--- config.mk ---
export PLATFORM = sky130hd
export DESIGN_NAME = pipe_fir
export DESIGN_NICKNAME = d
export VERILOG_FILES = /design/src/rtl/fir_pkg.sv /design/src/rtl/fir_csel_add.sv /design/src/rtl/fir_vedic_mul.sv /design/src/rtl/fir_tap_mult.sv /design/src/rtl/pipe_fir.sv
export SDC_FILE = /design/constraint.sdc
export NUM_CORES = 2
export LEC_CHECK = 0
export BUFFER_PORTS_ARGS = -buffer_cell sky130_fd_sc_hd__clkbuf_2
export CAP_MARGIN = 0
export CORE_MARGIN = 3
export CORE_UTILIZATION = 63
export CTS_BUF_LIST = sky130_fd_sc_hd__clkbuf_8
export DETAILED_ROUTE_END_ITERATION = 16
export PLACE_DENSITY = 0.79
export SYNTH_ARGS = -nofsm -noshare
export SYNTH_HDL_FRONTEND = slang
export SYNTH_SLANG_ARGS = --single-unit
--- constraint.sdc ---
create_clock -name clk -period 18.8 [get_ports clk]
set_input_delay 1.88 -clock clk [delete_from_list [all_inputs] [get_ports clk]]
set_output_delay 1.88 -clock clk [all_outputs]
set_load 0.03 [all_outputs]
--- src/rtl/fir_pkg.sv ---
package fir_pkg;

    // Width of one carry-select block; every adder in the filter uses it.
    localparam int CSA_BLK = 4;

    // Power-of-two test used for the multiplier recursion width.
    function automatic bit is_pow2(input int v);
        return (v > 1) && ((v & (v - 1)) == 0);
    endfunction

endpackage

--- src/rtl/fir_csel_add.sv ---
module fir_csel_add #(
    parameter int W   = 8,
    parameter int BLK = fir_pkg::CSA_BLK
) (
    input  logic [W-1:0] a,
    input  logic [W-1:0] b,
    input  logic         cin,
    output logic [W-1:0] sum,
    output logic         cout
);
    localparam int NB = (W + BLK - 1) / BLK;

    logic [NB:0] cy;
    assign cy[0] = cin;

    for (genvar g = 0; g < NB; g++) begin : g_blk
        // The last block takes whatever bits remain.
        localparam int BW = (g == NB - 1) ? (W - (NB - 1) * BLK) : BLK;
        localparam int LO = g * BLK;

        logic [BW:0] r_c0;
        logic [BW:0] r_c1;

        // Both carry-in cases are formed in parallel.
        assign r_c0 = {1'b0, a[LO +: BW]} + {1'b0, b[LO +: BW]};
        assign r_c1 = {1'b0, a[LO +: BW]} + {1'b0, b[LO +: BW]} + (BW+1)'(1);

        // The carry out of the previous block picks one of them.
        assign sum[LO +: BW] = cy[g] ? r_c1[BW-1:0] : r_c0[BW-1:0];
        assign cy[g+1]       = cy[g] ? r_c1[BW]     : r_c0[BW];
    end

    assign cout = cy[NB];

endmodule

--- src/rtl/fir_vedic_mul.sv ---
module fir_vedic_mul #(
    parameter int W = 8
) (
    input  logic [W-1:0]   a,
    input  logic [W-1:0]   b,
    output logic [2*W-1:0] p
);
    if (W == 2) begin : g_cell
        logic pp00, pp01, pp10, pp11, c1;
        assign pp00 = a[0] & b[0];
        assign pp01 = a[0] & b[1];
        assign pp10 = a[1] & b[0];
        assign pp11 = a[1] & b[1];
        assign c1   = pp01 & pp10;
        assign p[0] = pp00;
        assign p[1] = pp01 ^ pp10;
        assign p[2] = pp11 ^ c1;
        assign p[3] = pp11 & c1;
    end else begin : g_split
        localparam int H = W / 2;

        logic [W-1:0]   q_ll, q_hl, q_lh, q_hh;
        logic [W-1:0]   cross_s;
        logic           cross_c;
        logic [W+H-1:0] upper_s;
        logic           top_unused;

        fir_vedic_mul #(.W(H)) u_ll (.a(a[H-1:0]), .b(b[H-1:0]), .p(q_ll));
        fir_vedic_mul #(.W(H)) u_hl (.a(a[W-1:H]), .b(b[H-1:0]), .p(q_hl));
        fir_vedic_mul #(.W(H)) u_lh (.a(a[H-1:0]), .b(b[W-1:H]), .p(q_lh));
        fir_vedic_mul #(.W(H)) u_hh (.a(a[W-1:H]), .b(b[W-1:H]), .p(q_hh));

        // Sum of the two cross products, keeping its carry.
        fir_csel_add #(.W(W)) u_cross (
            .a   (q_hl),
            .b   (q_lh),
            .cin (1'b0),
            .sum (cross_s),
            .cout(cross_c)
        );

        // Upper half: high-high product over the spill of low-low, plus cross sum.
        fir_csel_add #(.W(W + H)) u_upper (
            .a   ({q_hh, q_ll[W-1:H]}),
            .b   ({{(H-1){1'b0}}, cross_c, cross_s}),
            .cin (1'b0),
            .sum (upper_s),
            .cout(top_unused)
        );

        assign p = {upper_s, q_ll[H-1:0]};
    end

endmodule

--- src/rtl/fir_tap_mult.sv ---
module fir_tap_mult #(
    parameter int W = 8
) (
    input  logic [W-1:0]   x,
    input  logic [W-1:0]   c,
    output logic [2*W-1:0] prod
);
    localparam int PW = 2 * W;

    logic [W-1:0]  x_neg, c_neg, x_mag, c_mag;
    logic [PW-1:0] m_pos, m_neg;
    logic          xc_unused, cc_unused, pc_unused;
    logic          flip;

    // Two's-complement magnitude of each operand; -2^(W-1) maps to 2^(W-1).
    fir_csel_add #(.W(W)) u_xneg (
        .a(~x), .b('0), .cin(1'b1), .sum(x_neg), .cout(xc_unused)
    );
    fir_csel_add #(.W(W)) u_cneg (
        .a(~c), .b('0), .cin(1'b1), .sum(c_neg), .cout(cc_unused)
    );

    assign x_mag = x[W-1] ? x_neg : x;
    assign c_mag = c[W-1] ? c_neg : c;

    fir_vedic_mul #(.W(W)) u_core (.a(x_mag), .b(c_mag), .p(m_pos));

    fir_csel_add #(.W(PW)) u_pneg (
        .a(~m_pos), .b('0), .cin(1'b1), .sum(m_neg), .cout(pc_unused)
    );

    assign flip = x[W-1] ^ c[W-1];
    assign prod = flip ? m_neg : m_pos;

endmodule

--- src/rtl/pipe_fir.sv ---
module pipe_fir
    import fir_pkg::*;
#(
    parameter int NTAPS     = 32,
    parameter int W         = 8,
    parameter int COEF_STEP = 29,
    parameter int COEF_BASE = 3
) (
    input  logic                             clk,
    input  logic                             rst,
    input  logic                             in_valid,
    input  logic [W-1:0]                     in_sample,
    output logic                             out_valid,
    output logic [2*W+$clog2(NTAPS)-1:0]     out_data
);
    localparam int PW       = 2 * W;
    localparam int GROW     = $clog2(NTAPS);
    localparam int ACC_W    = PW + GROW;
    localparam int PIPE_LAT = 1 + GROW;

    // Coefficient k = ((STEP*k + BASE) mod 2^W) - 2^(W-1), stored as W-bit code.
    function automatic logic [NTAPS-1:0][W-1:0] build_coefs();
        logic [NTAPS-1:0][W-1:0] t;
        for (int k = 0; k < NTAPS; k++) begin
            t[k] = W'((COEF_STEP * k + COEF_BASE) % (1 << W)) ^ W'(1 << (W - 1));
        end
        return t;
    endfunction

    localparam logic [NTAPS-1:0][W-1:0] COEF_TBL = build_coefs();

    typedef struct packed {
        logic [NTAPS-1:0][W-1:0]     taps;   // index 0 holds the newest sample
        logic [NTAPS-1:0][PW-1:0]    prod;   // registered tap products
        logic [NTAPS-1:1][ACC_W-1:0] node;   // heap-ordered adder tree, root at 1
        logic [PIPE_LAT:0]           vld;    // strobe shadow of the datapath
    } fir_state_t;

    fir_state_t st_d, st_q;

    logic [NTAPS-1:0][PW-1:0]    mul_p;
    logic [NTAPS-1:1][ACC_W-1:0] add_s;
    logic [NTAPS-1:0][W-1:0]     dline_q;

    assign dline_q = st_q.taps;

    // One multiplier per tap.
    for (genvar k = 0; k < NTAPS; k++) begin : g_tap
        fir_tap_mult #(.W(W)) u_mul (
            .x   (st_q.taps[k]),
            .c   (COEF_TBL[k]),
            .prod(mul_p[k])
        );
    end

    // Adder tree: node i sums its children 2i and 2i+1; children at or above
    // NTAPS are the registered products, sign-extended to the accumulator width.
    for (genvar i = 1; i < NTAPS; i++) begin : g_node
        logic [ACC_W-1:0] lhs, rhs;
        logic             carry_unused;

        if (2 * i >= NTAPS) begin : g_from_prod
            assign lhs = {{GROW{st_q.prod[2*i-NTAPS][PW-1]}},   st_q.prod[2*i-NTAPS]};
            assign rhs = {{GROW{st_q.prod[2*i+1-NTAPS][PW-1]}}, st_q.prod[2*i+1-NTAPS]};
        end else begin : g_from_node
            assign lhs = st_q.node[2*i];
            assign rhs = st_q.node[2*i+1];
        end

        fir_csel_add #(.W(ACC_W)) u_add (
            .a   (lhs),
            .b   (rhs),
            .cin (1'b0),
            .sum (add_s[i]),
            .cout(carry_unused)
        );
    end

    always_comb begin
        st_d = st_q;

        if (in_valid) begin
            st_d.taps[0] = in_sample;
            for (int k = 1; k < NTAPS; k++) begin
                st_d.taps[k] = st_q.taps[k-1];
            end
        end

        st_d.prod = mul_p;
        st_d.node = add_s;
        st_d.vld  = {st_q.vld[PIPE_LAT-1:0], in_valid};
    end

    always_ff @(posedge clk) begin
        if (rst) begin
            st_q <= '0;
        end else begin
            st_q <= st_d;
        end
    end

    assign out_valid = st_q.vld[PIPE_LAT];
    assign out_data  = st_q.node[1];

endmodule

Word-level counts from Yosys, hierarchy flattened
Index checks and enable logic that the tools add are counted.
{ "word_totals": {"regBits": 1426, "input_bits": 11, "out_inout_bits": 22, "elab_cells": 2268} }
{ "op_classes": {"add_sub_neg": 978, "mux": 767, "bitwise_logic": 392, "n_reduce_logical": 17} }
{ "op_table": {"columns": ["operator", "count"], "rows": [
  ["adder 4 x 4 -> 5 bit", 299],
  ["two-way mux 4 bit", 332],
  ["adder 5 x 1 -> 5 bit, second input constant", 165],
  ["adder 4 x 1 -> 5 bit, second input constant", 135],
  ["two-way mux 16 bit", 31],
  ["inverter 16 bit", 28],
  ["adder 4 x 1 -> 4 bit, second input constant", 87],
  ["two-way mux 1 bit", 305],
  ["two-way mux 8 bit", 33],
  ["inverter 8 bit", 32],
  ["AND 1 bit", 160],
  ["bitwise XOR 1 bit", 160],
  ["two-way mux 2 bit", 66],
  ["adder 4 x 2 -> 5 bit", 22],
  ["adder 2 x 4 -> 5 bit", 20],
  ["adder 4 x 3 -> 5 bit", 17],
  ["adder 3 x 4 -> 5 bit", 15],
  ["adder 3 x 2 -> 4 bit", 14],
  ["adder 1 x 1 -> 2 bit, second input constant", 27],
  ["adder 1 x 1 -> 2 bit, both inputs constant", 26],
  ["adder 2 x 1 -> 2 bit, second input constant", 24],
  ["inverter 13 -> 16 bit", 3],
  ["adder 4 x 1 -> 4 bit", 11],
  ["adder 3 x 1 -> 4 bit", 10],
  ["12 further kinds", 132]
]} }

Depth between registers and ports, before layout
{ "depth": {"depth_word": 23, "ltp_mapped": 31, "mapped_depth_nobuf": 31} }

By module
Synthesis repeated with hierarchy kept, for this count alone.
{ "hier_totals": {"cells_unflattened": 34179, "area_unflattened_um2": 309584.4} }
{ "by_module_without_submodules": {"columns": ["mod", "instances", "cells_each", "area_per_inst_um2", "seq_area_each_um2"], "rows": [
  ["fir_csel_add (g_tap[0].u_mul.u_cneg ...)", 96, 57, 525.5, 0.0],
  ["fir_csel_add (g_tap[0].u_mul.u_core.g_split.u_hh.g_split.u_upper ...)", 128, 35, 325.3, 0.0],
  ["pipe_fir", 1, 3297, 40234.8, 28547.4],
  ["fir_csel_add (g_node[10].u_add ...)", 30, 149, 1315.0, 0.0],
  ["fir_csel_add (g_tap[0].u_mul.u_pneg ...)", 32, 121, 1062.3, 0.0],
  ["fir_vedic_mul (g_tap[0].u_mul.u_core.g_split.u_hh.g_split.u_hh ...)", 512, 7, 57.6, 0.0],
  ["fir_csel_add (g_tap[0].u_mul.u_core.g_split.u_hh.g_split.u_cross ...)", 75, 25, 242.7, 0.0],
  ["fir_tap_mult", 32, 86, 554.3, 0.0],
  ["fir_csel_add (g_tap[0].u_mul.u_core.g_split.u_upper ...)", 18, 97, 827.0, 0.0],
  ["fir_csel_add (g_tap[25].u_mul.u_core.g_split.u_ll.g_split.u_cross ...)", 53, 24, 229.0, 0.0],
  ["fir_csel_add (g_tap[25].u_mul.u_core.g_split.u_upper ...)", 14, 75, 676.9, 0.0],
  ["fir_csel_add (g_node[6].u_add)", 1, 149, 1308.8, 0.0],
  ["fir_vedic_mul (g_tap[0].u_mul.u_core ...)", 160, 1, 3.8, 0.0]
]} }

Worst setup path before layout
OpenSTA, ideal clock, no wires.
{ "synth_path": {"kind": "register -> register", "startpoint": "register st_q (netlist bit dline_q[95])", "endpoint": "register st_q (netlist bit g_node[21].rhs[14])", "setup_ps": 65, "t_arrival_ps": 6615, "t_required_ps": 18735, "path_slack_ps": 12120, "path_stages_with_launch": 28, "path_buffers": 2, "period_less_slack_ps": 6680, "cell_sequence": "dfxtp_1 clkbuf_1 clkbuf_1 nand2_1 xnor2_1 ha_1 ha_1 fa_1 ha_1 a31oi_1 xnor2_1 inv_1 fa_1 inv_1 ha_1 nor2_1 a21oi_1 fa_1 ha_1 inv_1 or3_1 o21a_1 nor2_1 mux2i_1 ha_1 a21oi_1 xor3_1 nor2_1"} }
{ "synth_between": {"elab_chain_len": 20, "word_cells_on_any_way": 56, "cone_classes": "add/sub (23); mux (15); bitwise (18)"} }
{ "synth_rtl": {"columns": ["item", "line_no", "text"], "rows": [
  ["start, declared", "pipe_fir.sv:39", "fir_state_t st_d, st_q;"],
  ["start signal, assigned", "pipe_fir.sv:98", "st_q <= st_d;"],
  ["parallel branches: the longest is 19 deep, another holds adder 3 x 4 -> 5 bit", null, null],
  ["two-way mux 16 bit (*)", "fir_tap_mult.sv:33", "assign prod = flip ? m_neg : m_pos;"]
]} }
Every way passes the cells marked *.
A chain may end at the register's enable or synchronous reset.

Worst setup path in the final report
{ "layout_path": {"startpoint": "register st_q (netlist bit dline_q[72])", "endpoint": "register st_q (netlist bit g_node[20].rhs[15])"} }
{ "layout_between": {"elab_chain_len": 19, "word_cells_on_any_way": 56, "cone_classes": "add/sub (23); mux (15); bitwise (18)"} }
{ "layout_rtl": {"columns": ["item", "line_no", "text"], "rows": [
  ["inverter 8 bit", "fir_tap_mult.sv:17", ".a(~x), .b('0), .cin(1'b1), .sum(x_neg), .cout(xc_unused)"],
  ["adder 4 x 1 -> 5 bit", "fir_csel_add.sv:26", "assign r_c1 = {1'b0, a[LO +: BW]} + {1'b0, b[LO +: BW]} + (BW+1)'(1);"],
  ["two-way mux 8 bit (*)", "fir_tap_mult.sv:23", "assign x_mag = x[W-1] ? x_neg : x;"],
  ["AND 1 bit", "fir_vedic_mul.sv:14", "assign c1 = pp01 & pp10;"],
  ["bitwise XOR 1 bit / AND 1 bit (equally long branches)", "fir_vedic_mul.sv:17, fir_vedic_mul.sv:18", null],
  ["adder 4 x 2 -> 5 bit", "fir_csel_add.sv:25", "assign r_c0 = {1'b0, a[LO +: BW]} + {1'b0, b[LO +: BW]};"],
  ["adder 4 x 4 -> 5 bit / adder 1 x 1 -> 2 bit (equally long branches)", "fir_csel_add.sv:25, fir_csel_add.sv:26", null],
  ["two-way mux 2 bit", "fir_csel_add.sv:29", "assign sum[LO +: BW] = cy[g] ? r_c1[BW-1:0] : r_c0[BW-1:0];"],
  ["[... 3 more ...]", null, null],
  ["adder 4 x 4 -> 5 bit", "fir_csel_add.sv:25, fir_csel_add.sv:26", null],
  ["adder 5 x 1 -> 5 bit", "fir_csel_add.sv:26", null],
  ["two-way mux 1 bit / two-way mux 4 bit (equally long branches)", "fir_csel_add.sv:30, fir_csel_add.sv:29", null],
  ["two-way mux 4 bit / inverter 16 bit (equally long branches)", "fir_csel_add.sv:29, fir_tap_mult.sv:29", null],
  ["inverter 16 bit / adder 4 x 1 -> 5 bit (equally long branches)", "fir_tap_mult.sv:29, fir_csel_add.sv:26", null],
  ["adder 4 x 1 -> 4 bit / two-way mux 1 bit (equally long branches)", "fir_csel_add.sv:26, fir_csel_add.sv:30", null],
  ["two-way mux 4 bit", "fir_csel_add.sv:29", null],
  ["two-way mux 16 bit (*)", "fir_tap_mult.sv:33", null]
]} }
Mark *: on every way between the ends. The rest lies on a longest branch, timed or not.

==> results.py <==
metrics = {
    "hold_path": {
        "min_path_cells": 1,
        "hold_start": "g_node[30].lhs[1]",
        "min_to": "g_node[15].lhs[1]",
        "hold_path_class": "reg2reg",
    },
    "placed_design": {
        "gp_congestion": 0.8967,
        "place_area_sq_um": 106200,
        "place_ws_ns": 11.25,
        "io_buffers": 32,
        "hpwl_um": 175100,
    },
    "power_and_ir_drop": {
        "p_sw_uw": 1663,
        "p_leak_uw": 0.05547,
        "switching_share_pct": 25.63,
        "power_frac_seq_pct": 45.4,
        "p_int_uw": 4825,
        "power_frac_clock_pct": 44.9,
        "peakVddDrop_mv": 0.08029,
        "pwr-share-comb_pct": 9.7,
        "power_uw": 6488,
        "power_density_nw_per_um2": 58.27,
    },
    "clock_network": {
        "clock_latency_ns": 0.96,
        "cts_root_buf": "clkbuf_8",
        "htreeDepth": 4,
        "cts_buffer_depth": 3,
        "cts_tree": "done",
        "clk_pin_slew_ns": 0.06,
        "ctsResizeCount": 0,
        "numCtsBuffers": 219,
        "cts_hold_buf": 0,
        "post_cts_buffers": 0,
        "cts.sinks": 1339,
    },
    "floorplanning": {
        "core-area_sq_um": 163500,
        "dieWidth_um": 412.8,
        "ios": 33,
        "initial_core_util_pct": 63.76,
        "die_y_um": 412.8,
        "placementRows": 148,
        "die-area_sq_um": 170400,
    },
    "route": {
        "vias": 79211,
        "drcViolationCount": 0,
        "first_pass_iters": 6,
        "wl_per_cell_um": 16.46,
        "drt-initial-drc-count": 4445,
        "wl_um": 227700,
        "avgViaCountPerCell": 5.725,
        "ant_nets": 0,
    },
    "sta": {
        "slew_violations": 0,
        "finalHoldViolations": 0,
        "fmax_mhz": 131.7,
        "setup_violations": 0,
        "min_period_over_period_pct": 40.38,
        "setup_ws_ns": 11.21,
        "holdWs_ns": 0.4327,
        "clock_skew_ns": 0.06069,
        "worst_pin_slew_ns": 1.216,
        "rsz0062_at_grt": "no",
        "period_needed_ns": 7.592,
        "relSlewSlack_pct": 18.19,
        "setup_tns_ns": 0,
    },
    "grt": {
        "grt_pass1_vias": 80510,
        "use_met1_pct": 33.35,
        "grt_pass1_wl_um": 381700,
        "antenna_found_initial": 7,
        "grt_most_used_layer": "met2",
        "grt_max_degree": 216,
        "grt_use_met3_pct": 3.192,
        "gr-total-overflow": 0,
        "grt_use_total_pct": 26.44,
        "met2_usage_pct": 46.78,
    },
    "logic_synthesis": {
        "synth_area_sq_um": 104300,
        "yosys.cell_count.top_type": "ha_1",
        "yosys.area.top_type_share_pct": 25.71,
        "synth_flop_cell": "dfxtp_1",
        "yosysSeqAreaShare_pct": 25.71,
        "ys_types": 85,
        "yosys_warnings": 0,
        "ys_top_cells_by_area": "dfxtp_1 26%, ha_1 20%, xnor2_1 7.2%",
        "synthesis.nets": 13530,
        "ys_top_cells_by_count": "1,672 x ha_1, 1,339 x dfxtp_1, 1,292 x nor2_1",
        "synth_top_area_cell": "dfxtp_1",
        "async_flop_share_pct": 0,
        "ys_ff_latch": 1339,
        "postSynthAreaPerCell_sq_um": 9.069,
        "synth_edf_count": 0,
        "syn_inst": 11496,
    },
    "outcome": {
        "outcome": "finished clean",
    },
    "worst_setup_path": {
        "cp.arrival_ns": 8.35,
        "r2r_end": "g_node[20].rhs[15]",
        "worstPathMaxFanout": 9,
        "cp-start-kind": "flip-flop",
        "r2r-start": "dline_q[72]",
        "reg2reg_slack_ns": 11.21,
        "path_class": "reg2reg",
        "reg2reg_depth": 27,
        "endpoint_kind": "flip-flop",
        "worstPathRequired_ns": 19.56,
    },
    "layout": {
        "stdcell_area_sq_um": 111300,
        "fin_nets": 13507,
        "drive_gt1_share_pct": 4.857,
        "area_growth_pct": 6.790,
    },
    "flow_run": {
        "max_cap_violations": 0,
    },
}
-- per-layer routing --
layer / up-vias / routed length [um]
li1: 39504 / -
met1: 37781 / 102000
met2: 1502 / 110400
met3: 424 / 8633
met4: 0 / 6720
met5: - / 0
-- power groups by stage --
stage	registers (uW)	logic [uW]	clock network, uW
global route	2950	711	3090
global placement	3000	595	0
detailed placement	3000	617	0
finish	2940	632	2910
CTS	2940	630	2960
floorplan	2990	493	0
-- cells by family after synthesis --
group,share of synthesized area [%]
compound gates,10.52
xor+xnor,12.17
fa+ha+maj,26.84
buf+inv,4.103
flops,25.71
mux,5.602
other cells,0.003597
simple gates,15.05
-- final cells by class --
class	count	area, sq um
antenna	8	20.02
clock buffer	272	3744
clock inverter	129	1343
fill	12580	52180
inverter	838	3148
multi-input combinational	9018	73170
sequential	1339	26810
tap	2175	2721
timing repair buffer	57	380.4
-- through the flow --
step / util, % / cells
floorplan: - / 11496
global placement: 64.96 / 13427
detailed placement: 64.96 / 13427
CTS: 68.07 / 13828
global route: 68.08 / 13833
finish: 68.09 / 13836
-- how the worst max path moves through the flow --
| stage | slack (ns) | end | startpoint |
|---|---|---|---|
| 4_1_cts | 11.24 | g_node[20].rhs[15] | dline_q[72] |
| 6_report | 11.21 | g_node[20].rhs[15] | dline_q[72] |
| 3_5_place_dp | 11.25 | g_node[20].rhs[15] | dline_q[72] |
| 3_3_place_gp | 11.58 | g_node[20].rhs[15] | dline_q[72] |
| 2_1_floorplan | 12.12 | g_node[21].rhs[14] | dline_q[95] |
| 5_1_grt | 10.57 | g_node[20].rhs[15] | dline_q[72] |
-- placed cells by master (no fill, tap or decap), types with 30 or more instances in the layout --
| cell type | count |
|---|---|
| ha_1 | 1672 |
| dfxtp_1 | 1339 |
| nor2_1 | 1292 |
| inv_1 | 884 |
| xnor2_1 | 855 |
| a21oi_1 | 737 |
| xor2_1 | 578 |
| mux2i_1 | 516 |
| nand2_1 | 506 |
| a21o_1 | 394 |
| fa_1 | 351 |
| clkbuf_8 | 272 |
| o21ai_0 | 219 |
| nor2b_1 | 211 |
| nor3_1 | 195 |
| nand3_1 | 174 |
| and3_1 | 162 |
| nand4_1 | 156 |
| a211oi_1 | 108 |
| nand2b_1 | 92 |
| or3_1 | 69 |
| or2_2 | 61 |
| mux2_2 | 60 |
| a31oi_1 | 58 |
| and2_1 | 50 |
| nor3b_1 | 45 |
| nor4_1 | 45 |
| o31ai_1 | 43 |
| nand4b_1 | 42 |
| clkinv_2 | 33 |
| and4_1 | 32 |
| clkbuf_2 | 30 |
-- worst max-delay path, cell delays in order, from the launching register on --
cell       delay [ns]
dfxtp_1          0.51
inv_1            0.17
ha_1             0.24
nand2b_1         0.16
xnor2_1          0.51
ha_1             0.31
inv_1            0.07
fa_1             0.48
inv_1            0.07
ha_1             0.29
a21o_1           0.17
a21oi_1          0.18
xnor2_1          0.17
inv_1            0.08
fa_1             0.55
inv_1            0.06
ha_1             0.30
nand2_1          0.07
o21ai_0          0.17
fa_1             0.51
xor2_1           0.32
o2111ai_1        0.25
nor3_1           0.49
mux2i_1          0.16
a2111oi_0        0.72
a21oi_1          0.19
xnor2_1          0.19
nor2_1           0.05
-- registers in the layout, summed over array words and instances (netlist names) --
| register | count |
|---|---|
| dline_q | 256 |
| out_data | 21 |
| out_valid | 1 |
| g_node.rhs | 512 |
| g_node.lhs | 543 |
| st_d | 6 |
No activity file was read; power rests on OpenSTA's default activity.
